==> config.mk <==
export PLATFORM = sky130hd
export DESIGN_NAME = paced_byte_fifo
export DESIGN_NICKNAME = d
export VERILOG_FILES = /design/src/rtl/pbf_pkg.sv /design/src/rtl/pbf_store.sv /design/src/rtl/pbf_access.sv /design/src/rtl/pbf_residual.sv /design/src/rtl/paced_byte_fifo.sv
export SDC_FILE = /design/constraint.sdc
export NUM_CORES = 1
export LEC_CHECK = 0
export BUFFER_PORTS_ARGS = -buffer_cell sky130_fd_sc_hd__buf_4
export CORE_MARGIN = 4
export CORE_UTILIZATION = 28
export DETAILED_ROUTE_END_ITERATION = 12
export PLACE_DENSITY = 0.6
export SKIP_CTS_REPAIR_TIMING = 1
export SYNTH_ARGS = -nofsm -noshare
export SYNTH_HDL_FRONTEND = slang
export SYNTH_HIERARCHICAL = 1
export SYNTH_SLANG_ARGS = --single-unit
==> constraint.sdc <==
create_clock -name clk -period 2.67 [get_ports clk]
set_input_delay 0.534 -clock clk [delete_from_list [all_inputs] [get_ports clk]]
set_output_delay 0.534 -clock clk [all_outputs]
set_load 0.02 [all_outputs]
==> src/rtl/pbf_pkg.sv <==
`timescale 1ns/1ps
package pbf_pkg;
  // Outcome of checking the host strobes against the current transfer.
  typedef struct packed {
    logic push_ok;
    logic pop_ok;
    logic set_inv;
    logic set_ovr;
  } pbf_verdict_t;
endpackage

==> src/rtl/pbf_store.sv <==
`timescale 1ns/1ps
module pbf_store #(
  parameter int DEPTH  = 8,
  parameter int DATA_W = 8,
  parameter int CNT_W  = $clog2(DEPTH + 1)
) (
  input  logic              clk,
  input  logic              rst_n,
  input  logic              flush,
  input  logic              wr_en,
  input  logic [DATA_W-1:0] wr_data,
  input  logic              rd_en,
  output logic [DATA_W-1:0] rd_data,
  output logic [CNT_W-1:0]  count,
  output logic              full,
  output logic              empty
);
  localparam int PTR_W = (DEPTH > 1) ? $clog2(DEPTH) : 1;
  localparam logic [PTR_W-1:0] LAST = PTR_W'(DEPTH - 1);

  logic [PTR_W-1:0]  wr_ptr, rd_ptr;
  logic [DATA_W-1:0] slot [DEPTH];

  function automatic logic [PTR_W-1:0] bump(input logic [PTR_W-1:0] p);
    return (p == LAST) ? '0 : p + 1'b1;
  endfunction

  assign full    = (count == CNT_W'(DEPTH));
  assign empty   = (count == '0);
  assign rd_data = slot[rd_ptr];

  for (genvar i = 0; i < DEPTH; i++) begin : g_slot
    always_ff @(posedge clk) begin
      if (wr_en && !flush && wr_ptr == PTR_W'(i)) slot[i] <= wr_data;
    end
  end

  always_ff @(posedge clk or negedge rst_n) begin
    if (!rst_n) begin
      wr_ptr <= '0;
      rd_ptr <= '0;
      count  <= '0;
    end else if (flush) begin
      wr_ptr <= '0;
      rd_ptr <= '0;
      count  <= '0;
    end else begin
      if (wr_en) wr_ptr <= bump(wr_ptr);
      if (rd_en) rd_ptr <= bump(rd_ptr);
      case ({wr_en, rd_en})
        2'b10:   count <= count + 1'b1;
        2'b01:   count <= count - 1'b1;
        default: count <= count;
      endcase
    end
  end
endmodule

==> src/rtl/pbf_access.sv <==
`timescale 1ns/1ps
module pbf_access
  import pbf_pkg::*;
(
  input  logic         host_push,
  input  logic         host_pop,
  input  logic         active,
  input  logic         is_read,
  input  logic         pace,
  input  logic         full,
  input  logic         empty,
  input  logic         clr,
  output pbf_verdict_t verdict
);
  logic wr_dir, rd_dir;
  assign wr_dir = active & ~is_read;
  assign rd_dir = active & is_read;

  always_comb begin
    verdict = '0;
    if (!clr) begin
      if (host_push) begin
        if (!wr_dir)   verdict.set_inv = 1'b1;
        else if (full) verdict.set_ovr = ~pace;
        else           verdict.push_ok = 1'b1;
      end
      if (host_pop) begin
        if (!rd_dir)    verdict.set_inv = 1'b1;
        else if (empty) verdict.set_ovr = verdict.set_ovr | ~pace;
        else            verdict.pop_ok  = 1'b1;
      end
    end
  end
endmodule

==> src/rtl/pbf_residual.sv <==
`timescale 1ns/1ps
module pbf_residual #(
  parameter int RES_W = 16
) (
  input  logic             clk,
  input  logic             rst_n,
  input  logic             clr,
  input  logic             load,
  input  logic [RES_W-1:0] load_val,
  input  logic             dec,
  output logic [RES_W-1:0] value,
  output logic             exhausted
);
  assign exhausted = dec & ~load & ~clr & (value == '0);

  always_ff @(posedge clk or negedge rst_n) begin
    if (!rst_n)                  value <= '0;
    else if (clr)                value <= '0;
    else if (load)               value <= load_val;
    else if (dec && value != '0) value <= value - 1'b1;
  end
endmodule

==> src/rtl/paced_byte_fifo.sv <==
`timescale 1ns/1ps
module paced_byte_fifo
  import pbf_pkg::*;
#(
  parameter int DEPTH  = 8,
  parameter int DATA_W = 8,
  parameter int WORD_W = 64,
  parameter int RES_W  = 16,
  parameter int OCC_W  = 8
) (
  input  logic              clk,
  input  logic              rst_n,
  input  logic              xfer_active,
  input  logic              xfer_is_read,
  input  logic              pace_en,
  input  logic              err_clear,
  input  logic              res_load,
  input  logic [RES_W-1:0]  res_init,
  input  logic              host_wr,
  input  logic [WORD_W-1:0] host_wr_word,
  input  logic              host_rd,
  output logic [WORD_W-1:0] host_rd_word,
  input  logic              bus_in_valid,
  output logic              bus_in_ready,
  input  logic [DATA_W-1:0] bus_in_data,
  output logic              bus_out_valid,
  input  logic              bus_out_ready,
  output logic [DATA_W-1:0] bus_out_data,
  output logic [OCC_W-1:0]  occupancy,
  output logic [RES_W-1:0]  residual,
  output logic              err_invalid,
  output logic              err_overrun,
  output logic              err_access
);
  localparam int CNT_W  = $clog2(DEPTH + 1);
  localparam int LOW_W  = WORD_W - DATA_W;

  logic [CNT_W-1:0]  count;
  logic              full, empty;
  logic [DATA_W-1:0] head, wr_data;
  logic              wr_en, rd_en, bus_push, bus_pop, exhausted;
  pbf_verdict_t      verdict;

  assign bus_in_ready  = xfer_active &  xfer_is_read & ~full  & ~err_clear;
  assign bus_out_valid = xfer_active & ~xfer_is_read & ~empty & ~err_clear;
  assign bus_push      = bus_in_valid & bus_in_ready;
  assign bus_pop       = bus_out_valid & bus_out_ready;
  assign bus_out_data  = head;

  // Direction gating keeps host and engine on opposite ends of the queue.
  assign wr_en   = verdict.push_ok | bus_push;
  assign rd_en   = verdict.pop_ok  | bus_pop;
  assign wr_data = verdict.push_ok ? host_wr_word[WORD_W-1 -: DATA_W] : bus_in_data;

  assign occupancy = OCC_W'(count);

  pbf_access u_access (
    .host_push (host_wr),
    .host_pop  (host_rd),
    .active    (xfer_active),
    .is_read   (xfer_is_read),
    .pace      (pace_en),
    .full      (full),
    .empty     (empty),
    .clr       (err_clear),
    .verdict   (verdict)
  );

  pbf_store #(.DEPTH(DEPTH), .DATA_W(DATA_W), .CNT_W(CNT_W)) u_store (
    .clk     (clk),
    .rst_n   (rst_n),
    .flush   (err_clear),
    .wr_en   (wr_en),
    .wr_data (wr_data),
    .rd_en   (rd_en),
    .rd_data (head),
    .count   (count),
    .full    (full),
    .empty   (empty)
  );

  pbf_residual #(.RES_W(RES_W)) u_residual (
    .clk       (clk),
    .rst_n     (rst_n),
    .clr       (err_clear),
    .load      (res_load),
    .load_val  (res_init),
    .dec       (verdict.push_ok | verdict.pop_ok),
    .value     (residual),
    .exhausted (exhausted)
  );

  always_ff @(posedge clk or negedge rst_n) begin
    if (!rst_n) begin
      err_invalid <= 1'b0;
      err_overrun <= 1'b0;
      err_access  <= 1'b0;
    end else if (err_clear) begin
      err_invalid <= 1'b0;
      err_overrun <= 1'b0;
      err_access  <= 1'b0;
    end else begin
      err_invalid <= err_invalid | verdict.set_inv;
      err_overrun <= err_overrun | verdict.set_ovr;
      err_access  <= err_access  | exhausted;
    end
  end

  always_ff @(posedge clk or negedge rst_n) begin
    if (!rst_n)              host_rd_word <= '0;
    else if (verdict.pop_ok) host_rd_word <= {head, {LOW_W{1'b0}}};
  end
endmodule

# After elaboration in Yosys (flattened, before gate mapping)
# Memories as Yosys holds them, arrays and structs flattened.
# Index checks and enable logic that the tools add are counted.
dict set report totals {
  reg_bits 37
  latch_bits 0
  mem_bits_rw 64
  mem_bits_ro 0
  in_bits 99
  output_inout_bits 101
  word_cells 142
  n_memories 1
}
# name depth word_bits rd rd_ports_with_merged_regs write_ports line_no
set mem_list {}
lappend mem_list {u_store.slot 8 8 1 0 1 pbf_store.sv:22} ;# logic [DATA_W-1:0] slot [DEPTH];
dict set report classes {
  n_addsub 5
  multipliers 0
  div 0
  magnitude_cmp 0
  eq_ne 11
  n_shift 0
  n_mux 67
  bitwise_logic 24
  n_reduce_logical 26
}
# operator n
set ops {}
lappend ops {{$mux W8} 8}
lappend ops {{$reduce_or A8 Y1} 7}
lappend ops {{$mux W16} 3}
lappend ops {{$mux W3} 14}
lappend ops {{$mux W1} 37}
lappend ops {{$logic_not A16 Y1} 1}
lappend ops {{$reduce_bool A16 Y1} 1}
lappend ops {{$sub A16 B1 Y16 const B} 1}
lappend ops {{$eq A3 B3 Y1 const B} 5}
lappend ops {{$and A1 B1 Y1} 11}
lappend ops {{$logic_and A1 B1 Y1} 10}
lappend ops {{$mux W4} 2}
lappend ops {{$pmux W4 S2} 1}
lappend ops {{$or A1 B1 Y1} 7}
lappend ops {{$add A3 B1 Y3 const B} 2}
lappend ops {{$eq A3 B2 Y1 const B} 2}
lappend ops {{$not A1 Y1} 6}
lappend ops {{$reduce_bool A3 Y1} 2}
lappend ops {{$add A4 B1 Y4 const B} 1}
lappend ops {{$eq A4 B4 Y1 const B} 1}
lappend ops {{$logic_not A4 Y1} 1}
lappend ops {{$mux W2} 2}
lappend ops {{$reduce_bool A2 Y1} 2}
lappend ops {{$sub A4 B1 Y4 const B} 1}
lappend ops {{other kinds (5)} 5}

# Longest topological paths before layout
dict set report depth {
  depth_word 23
  ltp_mapped 12
  mapped_depth_nobuf 10
}

# Modules after synthesis
# The synthesis kept the hierarchy.
# mod instances cells_each area_per_inst_um2 seq_area_each_um2
set modules_own_cells {}
lappend modules_own_cells {pbf_store 1 177 3229.3 2172.1}
lappend modules_own_cells {pbf_residual 1 121 1116.1 400.4}
lappend modules_own_cells {paced_byte_fifo 1 101 994.7 275.3}
lappend modules_own_cells {pbf_access 1 11 65.1 0.0}

# Worst setup path before layout
# Ideal clock, no wire load.
dict set report synth_path {
  path_type {reg2reg}
  startpoint {reg u_store.count[1]}
  endpoint {reg u_store.count[3]}
  setup_ns 0.072
  arrival_time_ns 2.884
  required_time_ns 2.598
  path_slack_ns -0.286
  stages_incl_launch_ff 13
  n_path_buf 3
  synth_period_minus_slack_ns 2.956
  cell_sequence {dfrtp_1 > clkbuf_1 > nor4_1 > nor3_1 > buf_2 > a21o_1 > buf_2 > nand2b_1 > inv_1 > ha_1 > a31o_2 > a2111oi_0 > nand4b_1}
}
# item line_no
set synth_lines {}
lappend synth_lines {{start: declaration} pbf_store.sv:14} ;# output logic [CNT_W-1:0] count,
lappend synth_lines {{start signal: assignment} pbf_store.sv:51} ;# 2'b10: count <= count + 1'b1;
lappend synth_lines {{start signal: assignment} pbf_store.sv:52} ;# 2'b01: count <= count - 1'b1;
lappend synth_lines {{start signal: assignment} pbf_store.sv:53} ;# default: count <= count;

# Worst setup path in the final report
dict set report layout_path {
  startpoint {reg u_store.count[0]}
  endpoint {reg u_store.count[3]}
}
dict set report layout_between {
  elab_chain_cells 9
  word_cells_on_any_way 26
  cone_classes {add/sub (2); eq/ne (3); mux (9); bitwise (10); reduce/logical (2)}
}
# item line_no
set layout_lines {}
lappend layout_lines {{$eq A4 B4 Y1 *} pbf_store.sv:28} ;# assign full = (count == CNT_W'(DEPTH));
lappend layout_lines {{named net full} paced_byte_fifo.sv:39} ;# logic full, empty;
lappend layout_lines {{$mux W1 or $not A1 Y1 (tied branches)} {pbf_access.sv:24, paced_byte_fifo.sv:44}}
lappend layout_lines {{$mux W1 or $and A1 B1 Y1 (tied branches)} {pbf_access.sv:23, paced_byte_fifo.sv:44}}
lappend layout_lines {{$mux W1 or $and A1 B1 Y1 (tied branches)} {pbf_access.sv:22, paced_byte_fifo.sv:44}}
lappend layout_lines {{$mux W4 or $and A1 B1 Y1 (tied branches)} {pbf_access.sv:21, paced_byte_fifo.sv:46}}
lappend layout_lines {{$or A1 B1 Y1 *} paced_byte_fifo.sv:51} ;# assign wr_en = verdict.push_ok | bus_push;
lappend layout_lines {{named net wr_en} paced_byte_fifo.sv:41} ;# logic wr_en, rd_en, bus_push, bus_pop, exhausted;
lappend layout_lines {{$eq A2 B1 Y1 or $eq A2 B2 Y1 (tied branches)} pbf_store.sv:50} ;# case ({wr_en, rd_en})
lappend layout_lines {{$pmux W4 S2} pbf_store.sv:50}
lappend layout_lines {{$mux W4} pbf_store.sv:43} ;# end else if (flush) begin
# Mark *: on every way through the listed nets, which the timed path passes. The rest lies on a longest branch.
# A chain may end at the register's enable or synchronous reset.

==> results.cfg <==
[worst_setup_path]
path_delay_family = simple AND/OR/NAND/NOR gates
cpPeakStageDelay_ns = 0.45
required_ns = 2.95
cp_slowest_cell = dfrtp_2
crit_type = reg -> reg
worstPathCellList = nor4_4 > and4bb_4 > a21o_1 > nand2b_4 > inv_1 > ha_4 > a31o_2 > a2111oi_0 > nand4b_1
end_kind = register
critical_path.max_fanout = 5
worst-path-buf-inv = 1
start_kind = register
crit_arrival_ns = 2.81

[placement]
place_worst_setup_slack_ns = -0.236
routabilityCongestion = 0.775
placed_cell_area_mm2 = 0.00630
dpl.hpwl_mm = 8.81
io_buffer_count = 83

[clock_tree]
cts_root_buffer = clkbuf_16
cts_buffer_depth = 2
clk_latency_ns = 0.35
cts_tree = done
path_clk_slew_ns = 0.07
clock_sinks = 101
h-tree-depth = 3
numCtsBuffers = 9

[sta]
slew_headroom_pct = 55.8
min_period_over_period_pct = 94.7
clock_skew_ns = 0.00863
finalSetupViolCount = 0
min_period_ns = 2.53
rsz0062_at_grt = no
fmax_ghz = 0.395
tns_ns = 0
maxSlewViolCount = 0
hold_viol = 0
worst_slack_ns = 0.141
worst_slew_pin_slew_ns = 0.663

[finish]
design_area_mm2 = 0.00665
n_fill_cell = 1808
area_growth_pct = 23.1
nets = 625
diodes = 0
drive_gt1_share_pct = 35.8
final_util_pct = 35.3

[power]
power.leakage_uw = 0.00267
power_density_mw_per_mm2 = 562
peakVddDrop_uv = 304

[die]
core_area_mm2 = 0.0188
die_w_um = 147
io_pins = 200
start_util_pct = 28.7
row_count = 50
die_h_um = 147
die_area_mm2 = 0.0216

[run_status]
status = complete, no violations

[global_route]
grt_pass1_wl_mm = 18.9
antenna_found_initial = 0
grt_usage_pct = 11.2
grt_pass1_vias = 3544
grt_max_degree = 38
overflow = 0

[synth]
avgSynthCellArea_um2 = 13.2
ys.flop_type = edfxtp_1
seq_area_frac_synth_pct = 52.7
synth-edff-count = 64
yosysUniqueCellTypes = 65
synth_seq_cells = 101
synth-async-reset-ratio_pct = 36.6
synth-warning-count = 6
netlist_area_mm2 = 0.00541
syn_inst = 410

[detailed_routing]
final_antenna_net_count = 0
drt_pass1_iterations = 4
drt-initial-drc-count = 146
wire_per_inst_um = 15.8
drt-vias-per-instance = 4.53
wirelength_mm = 12.4
vias = 3532
route.detailed.drc = 0

[min_path]
hold_class = in -> async

[flow_run]
cap_violations = 0
## cells in the final DEF, fill, tap and decap left out, drive strengths merged, types with 7 or more instances in the layout
| cell type | instances |
|---|---|
| a311oi | 12 |
| and3 | 7 |
| buf | 112 |
| clkbuf | 10 |
| conb | 60 |
| dfrtp | 37 |
| edfxtp | 64 |
| ha | 11 |
| inv | 18 |
| mux2 | 24 |
| mux4 | 16 |
| nand2 | 8 |
| nand3 | 9 |
| nor2 | 36 |
| nor4 | 7 |
## registers in the layout (all words and copies together) (netlist names)
signal	count
err_invalid	1
u_store/slot	64
u_store/wr_ptr	3
host_rd_word	8
u_store/count	4
err_access	1
u_residual/value	16
err_overrun	1
u_store/rd_ptr	3
## Yosys cell counts (5+ instances only)
cell / count / area (um2)
mux4_2: 8 / 180
nand2_1: 8 / 30.0
edfxtp_1: 64 / 1920
mux4_1: 8 / 210
inv_1: 13 / 48.8
a311oi_1: 12 / 105
ha_1: 11 / 138
buf_2: 5 / 25.0
buf_4: 61 / 458
or4_1: 6 / 45.0
nor2b_1: 5 / 31.3
clkbuf_1: 6 / 22.5
o21ai_0: 5 / 25.0
dfrtp_1: 37 / 926
mux2_4: 8 / 120
nor2_1: 36 / 135
nand3_1: 7 / 35.0
nor4_1: 5 / 31.3
mux2_2: 16 / 180
o31ai_1: 5 / 37.5
and3_1: 7 / 43.8
## cell families after synthesis
group           synth area share (%)
flops                           52.7
xor+xnor                       0.324
mux                             13.5
compound gates                  6.90
buf+inv                         11.6
simple gates                    12.4
fa+ha+maj                       2.55
other cells                   0.0694
## power by group
part / switching (uW) / internal [uW]
Sequential: 66.7 / 1740
Combinational: 376 / 274
Clock: 624 / 655
Total: 1070 / 2670
## per-layer routing
metal / vias to the layer above / track usage (%) / wire (um)
met5: - / 0 / 0
met4: 0 / 4.29 / 245
met3: 19 / 2.04 / 764
met2: 137 / 20.6 / 6440
met1: 1727 / 12.8 / 4910
li1: 1649 / - / -
## path summary, 6_finish.rpt
kind                                   from                   to  slack [ns]  cells past startpoint
setup / recovery           u_store/count[0]     u_store/count[3]        0.14                      9
hold / removal                        rst_n     host_rd_word[62]        0.17                      1
setup reg to reg           u_store/count[0]     u_store/count[3]        0.14                      9
hold reg to reg                 err_overrun          err_overrun        0.51                      2
max in group asynchronous             rst_n     u_store/count[3]        2.09                      1
min in group clk                res_init[1]  u_residual/value[1]        0.41                      3
## final cells by class
class                      count  area [um2]  area share [%]
multi-input combinational    277        2250            33.8
inverter                      14        52.6           0.790
sequential                   101        2850            42.9
clock buffer                  10         229            3.44
tap                          260         325            4.89
timing repair buffer         112         891            13.4
clock inverter                 6        53.8           0.809
## per-stage QoR
stage | hold WS, ns | total power (uW) | instances
floorplan | 0.238 | 2290 | 469
global placement | 0.487 | 2460 | 760
detailed placement | 0.497 | 2480 | 760
CTS | 0.192 | 3770 | 776
global route | 0.208 | 3900 | 780
finish | 0.173 | 3740 | 780
Note: power is estimated with default switching activity, not from simulation.
